==> config.mk <==
export PLATFORM = sky130hd
export DESIGN_NAME = clkref_selector
export DESIGN_NICKNAME = d
export VERILOG_FILES = /design/src/rtl/clkref_pkg.sv /design/src/rtl/clkref_rank_map.sv /design/src/rtl/clkref_best_pick.sv /design/src/rtl/clkref_selector.sv
export SDC_FILE = /design/constraint.sdc
export NUM_CORES = 1
export LEC_CHECK = 0
export BUFFER_PORTS_ARGS = -buffer_cell sky130_fd_sc_hd__buf_2
export CORE_AREA = 5 5 87 105
export CTS_BUF_LIST = sky130_fd_sc_hd__clkbuf_2
export DETAILED_ROUTE_END_ITERATION = 16
export DIE_AREA = 0 0 92 110
export PLACE_DENSITY = 0.81
export SETUP_SLACK_MARGIN = 0.4
export SYNTH_ARGS = -nofsm -noshare
export SYNTH_HDL_FRONTEND = slang
export SYNTH_HIERARCHICAL = 1
export SYNTH_SLANG_ARGS = --single-unit
==> constraint.sdc <==
create_clock -name clk -period 15.15 [get_ports clk]
set_input_delay 1.515 -clock clk [delete_from_list [all_inputs] [get_ports clk]]
set_output_delay 1.515 -clock clk [all_outputs]
set_load 0.005 [all_outputs]
==> src/rtl/clkref_pkg.sv <==
package clkref_pkg;

   localparam int NUM_CAND = 6;
   localparam int CAND_W   = 3;
   localparam int RANK_W   = 3;
   localparam int TYPE_W   = 2;

   localparam logic [CAND_W-1:0] NO_REF = 3'd7;

   typedef enum logic [TYPE_W-1:0] {
      TYPE_EXT  = 2'd0,
      TYPE_LN1  = 2'd1,
      TYPE_LN2  = 2'd2,
      TYPE_PKT  = 2'd3
   } ref_type_e;

   // reference type that owns a candidate slot
   function automatic logic [TYPE_W-1:0] cand_type(input int c);
      case (c)
         0, 1:    return TYPE_EXT;
         2:       return TYPE_LN1;
         3:       return TYPE_LN2;
         default: return TYPE_PKT;
      endcase
   endfunction

   // 1 for the standby side of a paired type
   function automatic logic cand_sub(input int c);
      return (c == 1) || (c == 5);
   endfunction

   function automatic logic type_is_pair(input logic [TYPE_W-1:0] t);
      return (t == TYPE_EXT) || (t == TYPE_PKT);
   endfunction

endpackage

==> src/rtl/clkref_rank_map.sv <==
module clkref_rank_map
   import clkref_pkg::*;
#(
   parameter int N_SLOTS = 4
) (
   input  logic [TYPE_W*N_SLOTS-1:0]            order_i,
   input  logic [N_SLOTS-1:0]                   slot_en_i,
   output logic [NUM_CAND-1:0][RANK_W-1:0]      rank_o,
   output logic [NUM_CAND-1:0]                  listed_o
);

   for (genvar c = 0; c < NUM_CAND; c++) begin : g_cand
      localparam logic [TYPE_W-1:0] CT  = cand_type(c);
      localparam logic              SUB = cand_sub(c);

      logic [RANK_W-1:0] pos;
      logic              hit;

      always_comb begin
         logic [RANK_W-1:0] acc;
         acc = '0;
         hit = 1'b0;
         pos = '0;
         for (int s = 0; s < N_SLOTS; s++) begin
            if (slot_en_i[s] && !hit) begin
               if (order_i[TYPE_W*s +: TYPE_W] == CT) begin
                  pos = acc + RANK_W'(SUB);
                  hit = 1'b1;
               end else begin
                  acc = acc + (type_is_pair(order_i[TYPE_W*s +: TYPE_W]) ?
                               RANK_W'(2) : RANK_W'(1));
               end
            end
         end
      end

      assign rank_o[c]   = pos;
      assign listed_o[c] = hit;
   end

endmodule

==> src/rtl/clkref_best_pick.sv <==
module clkref_best_pick
   import clkref_pkg::*;
#(
   parameter int QL_W = 4
) (
   input  logic [NUM_CAND-1:0]                  usable_i,
   input  logic [NUM_CAND-1:0][QL_W-1:0]        ql_i,
   input  logic [NUM_CAND-1:0][RANK_W-1:0]      rank_i,
   output logic                                 any_o,
   output logic [CAND_W-1:0]                    best_o
);

   localparam int KEY_W = QL_W + RANK_W;

   // key: quality first, then inverted rank so that a better rank is larger
   always_comb begin
      logic [KEY_W-1:0] best_key;
      logic [KEY_W-1:0] key;
      any_o    = 1'b0;
      best_o   = NO_REF;
      best_key = '0;
      for (int c = 0; c < NUM_CAND; c++) begin
         key = {ql_i[c], ~rank_i[c]};
         if (usable_i[c] && (!any_o || key > best_key)) begin
            any_o    = 1'b1;
            best_o   = CAND_W'(c);
            best_key = key;
         end
      end
   end

endmodule

==> src/rtl/clkref_selector.sv <==
module clkref_selector
   import clkref_pkg::*;
#(
   parameter int QL_W    = 4,
   parameter int N_SLOTS = 4
) (
   input  logic                        clk,
   input  logic                        rst_n,
   input  logic [NUM_CAND-1:0]         cand_ok,
   input  logic [NUM_CAND*QL_W-1:0]    cand_ql,
   input  logic [TYPE_W*N_SLOTS-1:0]   prio_order,
   input  logic [N_SLOTS-1:0]          prio_valid,
   input  logic                        ql_sel_en,
   input  logic                        revertive_en,
   output logic [CAND_W-1:0]           active_idx,
   output logic                        holdover,
   output logic                        switch_evt
);

   if (QL_W < 1 || QL_W > 8) begin : g_bad_ql
      $error("clkref_selector: QL_W must lie in 1..8");
   end
   if (N_SLOTS < 1 || N_SLOTS > 4) begin : g_bad_slots
      $error("clkref_selector: N_SLOTS must lie in 1..4");
   end

   // ---------------- input stage ----------------
   logic [NUM_CAND-1:0]               ok_q;
   logic [NUM_CAND-1:0][QL_W-1:0]     ql_q;
   logic [TYPE_W*N_SLOTS-1:0]         order_q;
   logic [N_SLOTS-1:0]                slot_en_q;
   logic                              ql_mode_q;
   logic                              revert_q;

   always_ff @(posedge clk) begin
      if (!rst_n) begin
         ok_q      <= '0;
         ql_q      <= '0;
         order_q   <= '0;
         slot_en_q <= '0;
         ql_mode_q <= 1'b0;
         revert_q  <= 1'b0;
      end else begin
         ok_q      <= cand_ok;
         ql_q      <= cand_ql;
         order_q   <= prio_order;
         slot_en_q <= prio_valid;
         ql_mode_q <= ql_sel_en;
         revert_q  <= revertive_en;
      end
   end

   // ---------------- ranking ----------------
   logic [NUM_CAND-1:0][RANK_W-1:0]   rank;
   logic [NUM_CAND-1:0]               listed;

   clkref_rank_map #(.N_SLOTS(N_SLOTS)) u_rank (
      .order_i   (order_q),
      .slot_en_i (slot_en_q),
      .rank_o    (rank),
      .listed_o  (listed)
   );

   logic [NUM_CAND-1:0]               usable;
   logic [NUM_CAND-1:0][QL_W-1:0]     ql_eff;

   for (genvar c = 0; c < NUM_CAND; c++) begin : g_use
      assign usable[c] = ok_q[c] && listed[c] && (!ql_mode_q || (ql_q[c] != '0));
      assign ql_eff[c] = ql_mode_q ? ql_q[c] : '0;
   end

   logic              any_ok;
   logic [CAND_W-1:0] best;

   clkref_best_pick #(.QL_W(QL_W)) u_pick (
      .usable_i (usable),
      .ql_i     (ql_eff),
      .rank_i   (rank),
      .any_o    (any_ok),
      .best_o   (best)
   );

   // ---------------- selection state ----------------
   logic              cur_ok;
   logic [CAND_W-1:0] idx_nxt;
   logic              hold_nxt;

   assign cur_ok = !holdover && (active_idx < CAND_W'(NUM_CAND)) && usable[active_idx];

   always_comb begin
      if (!any_ok) begin
         idx_nxt  = NO_REF;
         hold_nxt = 1'b1;
      end else if (!ql_mode_q && !revert_q && cur_ok) begin
         idx_nxt  = active_idx;
         hold_nxt = 1'b0;
      end else begin
         idx_nxt  = best;
         hold_nxt = 1'b0;
      end
   end

   always_ff @(posedge clk) begin
      if (!rst_n) begin
         active_idx <= NO_REF;
         holdover   <= 1'b1;
         switch_evt <= 1'b0;
      end else begin
         active_idx <= idx_nxt;
         holdover   <= hold_nxt;
         switch_evt <= (idx_nxt != active_idx) || (hold_nxt != holdover);
      end
   end

   // ---------------- assertions ----------------
   a_r3_sticky_when_healthy: assert property (@(posedge clk) disable iff (!rst_n)
      (!ql_mode_q && !revert_q && cur_ok) |=> (active_idx == $past(active_idx)));

   a_r6_holdover_no_ref: assert property (@(posedge clk) disable iff (!rst_n)
      holdover |-> (active_idx == NO_REF));

   a_r6_valid_index: assert property (@(posedge clk) disable iff (!rst_n)
      !holdover |-> (active_idx < CAND_W'(NUM_CAND)));

   a_r8_pulse_on_change: assert property (@(posedge clk) disable iff (!rst_n)
      ((active_idx != $past(active_idx)) || (holdover != $past(holdover))) |-> switch_evt);

   a_r8_quiet_when_stable: assert property (@(posedge clk) disable iff (!rst_n)
      ($stable(active_idx) && $stable(holdover)) |-> !switch_evt);

endmodule

[Yosys cells after proc, flatten, opt, wreduce, memory -nomap -nowiden]
Cells that the tools add are included.
Cells by class
  equal/unequal tests: 14
  mux-type cells: 127
  reductions and logical operators: 78
  add/subtract/negate cells: 14
  bitwise logic cells: 6
  $lt $le $gt $ge: 7
Operators by type and width (count)
  3-bit 2-to-1 mux: 70
  1-bit 2-to-1 mux: 42
  7-bit > comparator: 5
  7-bit 2-to-1 mux: 5
  1-bit logical AND: 33
  4-bit 2-to-1 mux: 6
  4-bit nonzero test: 6
  1-bit zero test: 20
  3-bit by 1-bit adder with 3-bit output (second input constant): 6
  3-bit by 2-bit adder with 3-bit output: 6
  3-bit inverter: 6
  2-bit equality test (second input constant): 8
  1-bit logical OR: 15
  2-bit by 1-bit equality test with 1-bit output (second input constant): 4
  2-bit zero test: 4
  3-bit adder: 2
  2-bit 2-to-1 mux: 3
  3-bit by 4-bit < comparator with 1-bit output (second input constant): 1
  1-bit binary-select mux with 3-bit select: 1
  3-bit < comparator (second input constant): 1
  3-bit != test: 1
  1-bit != test: 1
Word-level totals
  input port bits: 46
  output and inout bits: 5
  register bits after elaboration: 49
  word-level logic and storage cells: 260

[Depth between registers and ports, before layout]
  word-level depth: 39
  gate-level depth with buffers: 55
  depth with buffers taken out: 53

[Cells and area by module]
The synthesis kept the hierarchy.
By module, submodules not included
  clkref_selector: times used 1, seq. area each 980.9 µm², cells an instance 180, area each 1830.5 µm²
  clkref_rank_map: times used 1, seq. area each 0.0 µm², cells an instance 216, area each 1574.0 µm²
  clkref_best_pick: times used 1, seq. area each 0.0 µm², cells an instance 184, area each 1371.3 µm²

[Worst setup path before layout]
No wires, ideal clock.
  path type: reg2reg
  start point: reg order_q[0]
  end point: reg switch_evt
  buffers on the path: 2
  data arrival time: 11057 ps
  stages on the path, launching flop included: 53
  slack: 3973 ps
  data required time: 15030 ps
  clock period less this slack: 11177 ps
  setup time: 120 ps
  path through: dfxtp_1 > inv_1 > ha_1 > nand2_1 > inv_1 > ha_1 > inv_1 > fa_1 > o22a_1 > fa_1 > mux2i_1 > ha_1 > xnor2_1 > or4_1 > nand3_1 > inv_1 > ha_1 > a21oi_1 > [... 17 more ...] > ha_1 > a21o_1 > a21oi_1 > o21ai_0 > o21ai_1 > mux2_2 > ha_1 > nor2b_1 > o21a_1 > o21ai_0 > a211oi_1 > o21ai_0 > o21ai_0 > a22oi_1 > a21boi_0 > o21ai_0 > o21a_1 > o31a_1
RTL lines
  start, declared: line clkref_selector.sv:30  | logic [TYPE_W*N_SLOTS-1:0] order_q;
  start signal, assigned: line clkref_selector.sv:46  | order_q <= prio_order;
  end signal, assigned: line clkref_selector.sv:111  | switch_evt <= (idx_nxt != active_idx) || (hold_nxt != holdover);
  end, declared: line clkref_selector.sv:17  | output logic switch_evt

==> impl_metrics.json <==
{
  "crit_type": "reg2reg",
  "ys_ff_latch": 49,
  "skew_ns": 0.0369,
  "fmax_mhz": 76.9,
  "min_period_ns": 13.00,
  "cts.repair.resized": 0,
  "yosysSeqAreaShare_pct": 20.5,
  "slew_violations": 0,
  "seq_area_um2": 981,
  "final_antenna_net_count": 0,
  "yosys.area.top_type": "dfxtp_1",
  "reg2reg_depth": 51,
  "drt_iter0_drc": 225,
  "cts.sinks": 49,
  "antenna_found_initial": 0,
  "p_per_area_nw_per_um2": 61.8,
  "num_io_pins": 51,
  "numPortBuffers": 50,
  "syn_nets": 692,
  "setup_tns_ns": 0,
  "overflow": 0,
  "rrSetupSlack_ns": 2.15,
  "insertion_delay_ns": 0.46,
  "crit_required_ns": 15.52,
  "h-tree-depth": 2,
  "dieArea_um2": 10100,
  "fin_hold_ws_ns": 0.604,
  "antenna_cells": 0,
  "period_share_pct": 85.8,
  "peakVddDrop_v": 0.0000587,
  "rsz0062_at_grt": "no",
  "cp_slowest_cell": "a21oi_1",
  "critPathMaxFanout": 17,
  "path_clk_slew_ns": 0.27,
  "drive_gt1_share_pct": 16.6,
  "grt_start_max_net_pins": 50,
  "tightest_slew_ns": 1.07,
  "layout_common_cells": "71 x and2_1, 58 x ha_1, 57 x inv_1",
  "syn_inst": 580,
  "cp-start-kind": "flop",
  "setup_viol": 0,
  "row_count": 36,
  "nFillCells": 712,
  "dp_hpwl_um": 8850,
  "cts-hold-fix-buffers": 0,
  "place_area_um2": 5010,
  "ys.flop_type": "dfxtp_1",
  "cp.arrival_ns": 13.37,
  "r2r-end": "switch_evt$_SDFF_PN0_",
  "yosysTopAreaCellShare_pct": 20.5,
  "outcome": "finished, final reports clean",
  "synth_area_um2": 4780,
  "first_pass_iters": 5,
  "viasPerCell": 5.97,
  "ctsRootBufferMaster": "clkbuf_2",
  "mostFrequentLayoutCell": "and2_1",
  "crit_path_frequent_cell": "ha_1",
  "initial_core_util_pct": 59.6,
  "async_flop_share_pct": 0,
  "drcViolationCount": 0,
  "die_w_um": 92,
  "syn_area_per_cell_um2": 8.23,
  "wl_per_cell_um": 15.5,
  "end_kind": "flop",
  "final_cell_area_um2": 5080,
  "nets": 725,
  "synth_edf_count": 0,
  "cts_tree": "yes",
  "multi_input_area_um2": 3430,
  "yosys-top-cells-area": "dfxtp_1 21%, ha_1 15%, and2_1 9.3%",
  "clockBufferDepth": 2,
  "core_um2": 8020,
  "grt_pass1_vias": 4261,
  "crit_end": "switch_evt$_SDFF_PN0_",
  "grt_pass1_wl_um": 18700,
  "die_height_um": 110,
  "finish.utilization_pct": 63.3,
  "worstHoldPathType": "reg2reg",
  "postCtsSetupBuffers": 0,
  "dr_total_vias": 4231,
  "cap_violations": 0,
  "r2r-start": "order_q[0]$_SDFF_PN0_",
  "yosysWarnings": 6,
  "relSlewSlack_pct": 28.4,
  "gp_congestion": 0.959,
  "leakagePower_nw": 2.26,
  "numCtsBuffers": 5,
  "yosysUniqueCellTypes": 76,
  "max_stage_delay_ns": 0.82,
  "wl_um": 11000,
  "crit_path_start": "order_q[0]$_SDFF_PN0_",
  "min_from": "revert_q$_SDFF_PN0_",
  "hold_viol": 0,
  "grt_use_total_pct": 22.6,
  "area_growth_pct": 6.29
}
-- flip-flops by register name, summed over array words and instances (netlist names) --
signal      flops
active_idx      3
slot_en_q       4
ql_mode_q       1
switch_evt      1
order_q         8
ql_q           24
revert_q        1
holdover        1
ok_q            6
-- logic make-up after synthesis --
kind of cell,Yosys count,share of synthesized area [%]
AOI/OAI and AO/OA,120,18.5
xor gates and xnor gates,5,1.21
adders and majority gates,66,18.5
buffers and inverters,84,7.68
DFF,49,20.5
muxes,24,5.45
and+or+nand+nor,232,28.1
-- synth_stat cells, drive strengths merged, types with 12 or more instances --
master,instances
nor3,14
dfxtp,49
nand2b,12
o21ai,26
ha,58
nor2,19
a21oi,23
nand2,45
nand3,19
inv,59
and2,73
buf,14
mux2,13
-- layer usage --
layer	track usage, %	routed length (µm)	vias up
met2	43.4	5560	146
met4	9.24	358	0
li1	-	-	2104
met5	0	0	-
met3	2.92	546	30
met1	25.2	4490	1951
-- stage by stage --
stage	setup slack [ns]	total power, W	instances
floorplan	3.97	0.000217	580
global placement	2.91	0.000236	701
detailed placement	2.38	0.000240	701
CTS	2.32	0.000315	709
global route	1.23	0.000335	709
finish	2.15	0.000314	709
-- area by class of cell --
| class | instances | share of cell area [%] |
|---|---|---|
| multi-input combinational | 447 | 67.5 |
| sequential | 49 | 19.3 |
| timing repair buffer | 51 | 5.08 |
| inverter | 59 | 4.36 |
| tap | 95 | 2.34 |
| clock inverter | 2 | 0.764 |
| clock buffer | 6 | 0.592 |
-- how the worst min path moves through the flow --
stage / end / slack (ns) / cells after the start
after floorplan: active_idx[2]$_SDFF_PN1_ / 0.58 / 2
after global placement: active_idx[2]$_SDFF_PN1_ / 0.62 / 2
after detailed placement: active_idx[2]$_SDFF_PN1_ / 0.61 / 2
after CTS: active_idx[2]$_SDFF_PN1_ / 0.62 / 2
after global routing: active_idx[2]$_SDFF_PN1_ / 0.68 / 2
final: active_idx[2]$_SDFF_PN1_ / 0.60 / 2
-- where the power goes --
group,internal [W],switching (W)
clock,0.0000289,0.0000451
sequential,0.000137,0.00000714
combinational,0.0000428,0.0000532
total,0.000208,0.000105
-- critical path, delay by kind of cell, from the launching register on --
family | cells | cell delay [ns]
buffers and inverters | 5 | 0.42
xor gates and xnor gates | 1 | 0.16
and+or+nand+nor | 6 | 1.39
AOI/OAI and AO/OA | 26 | 6.25
adders and majority gates | 10 | 3.34
DFF | 1 | 0.42
muxes | 3 | 0.93
No activity file was read; power rests on OpenSTA's default activity.
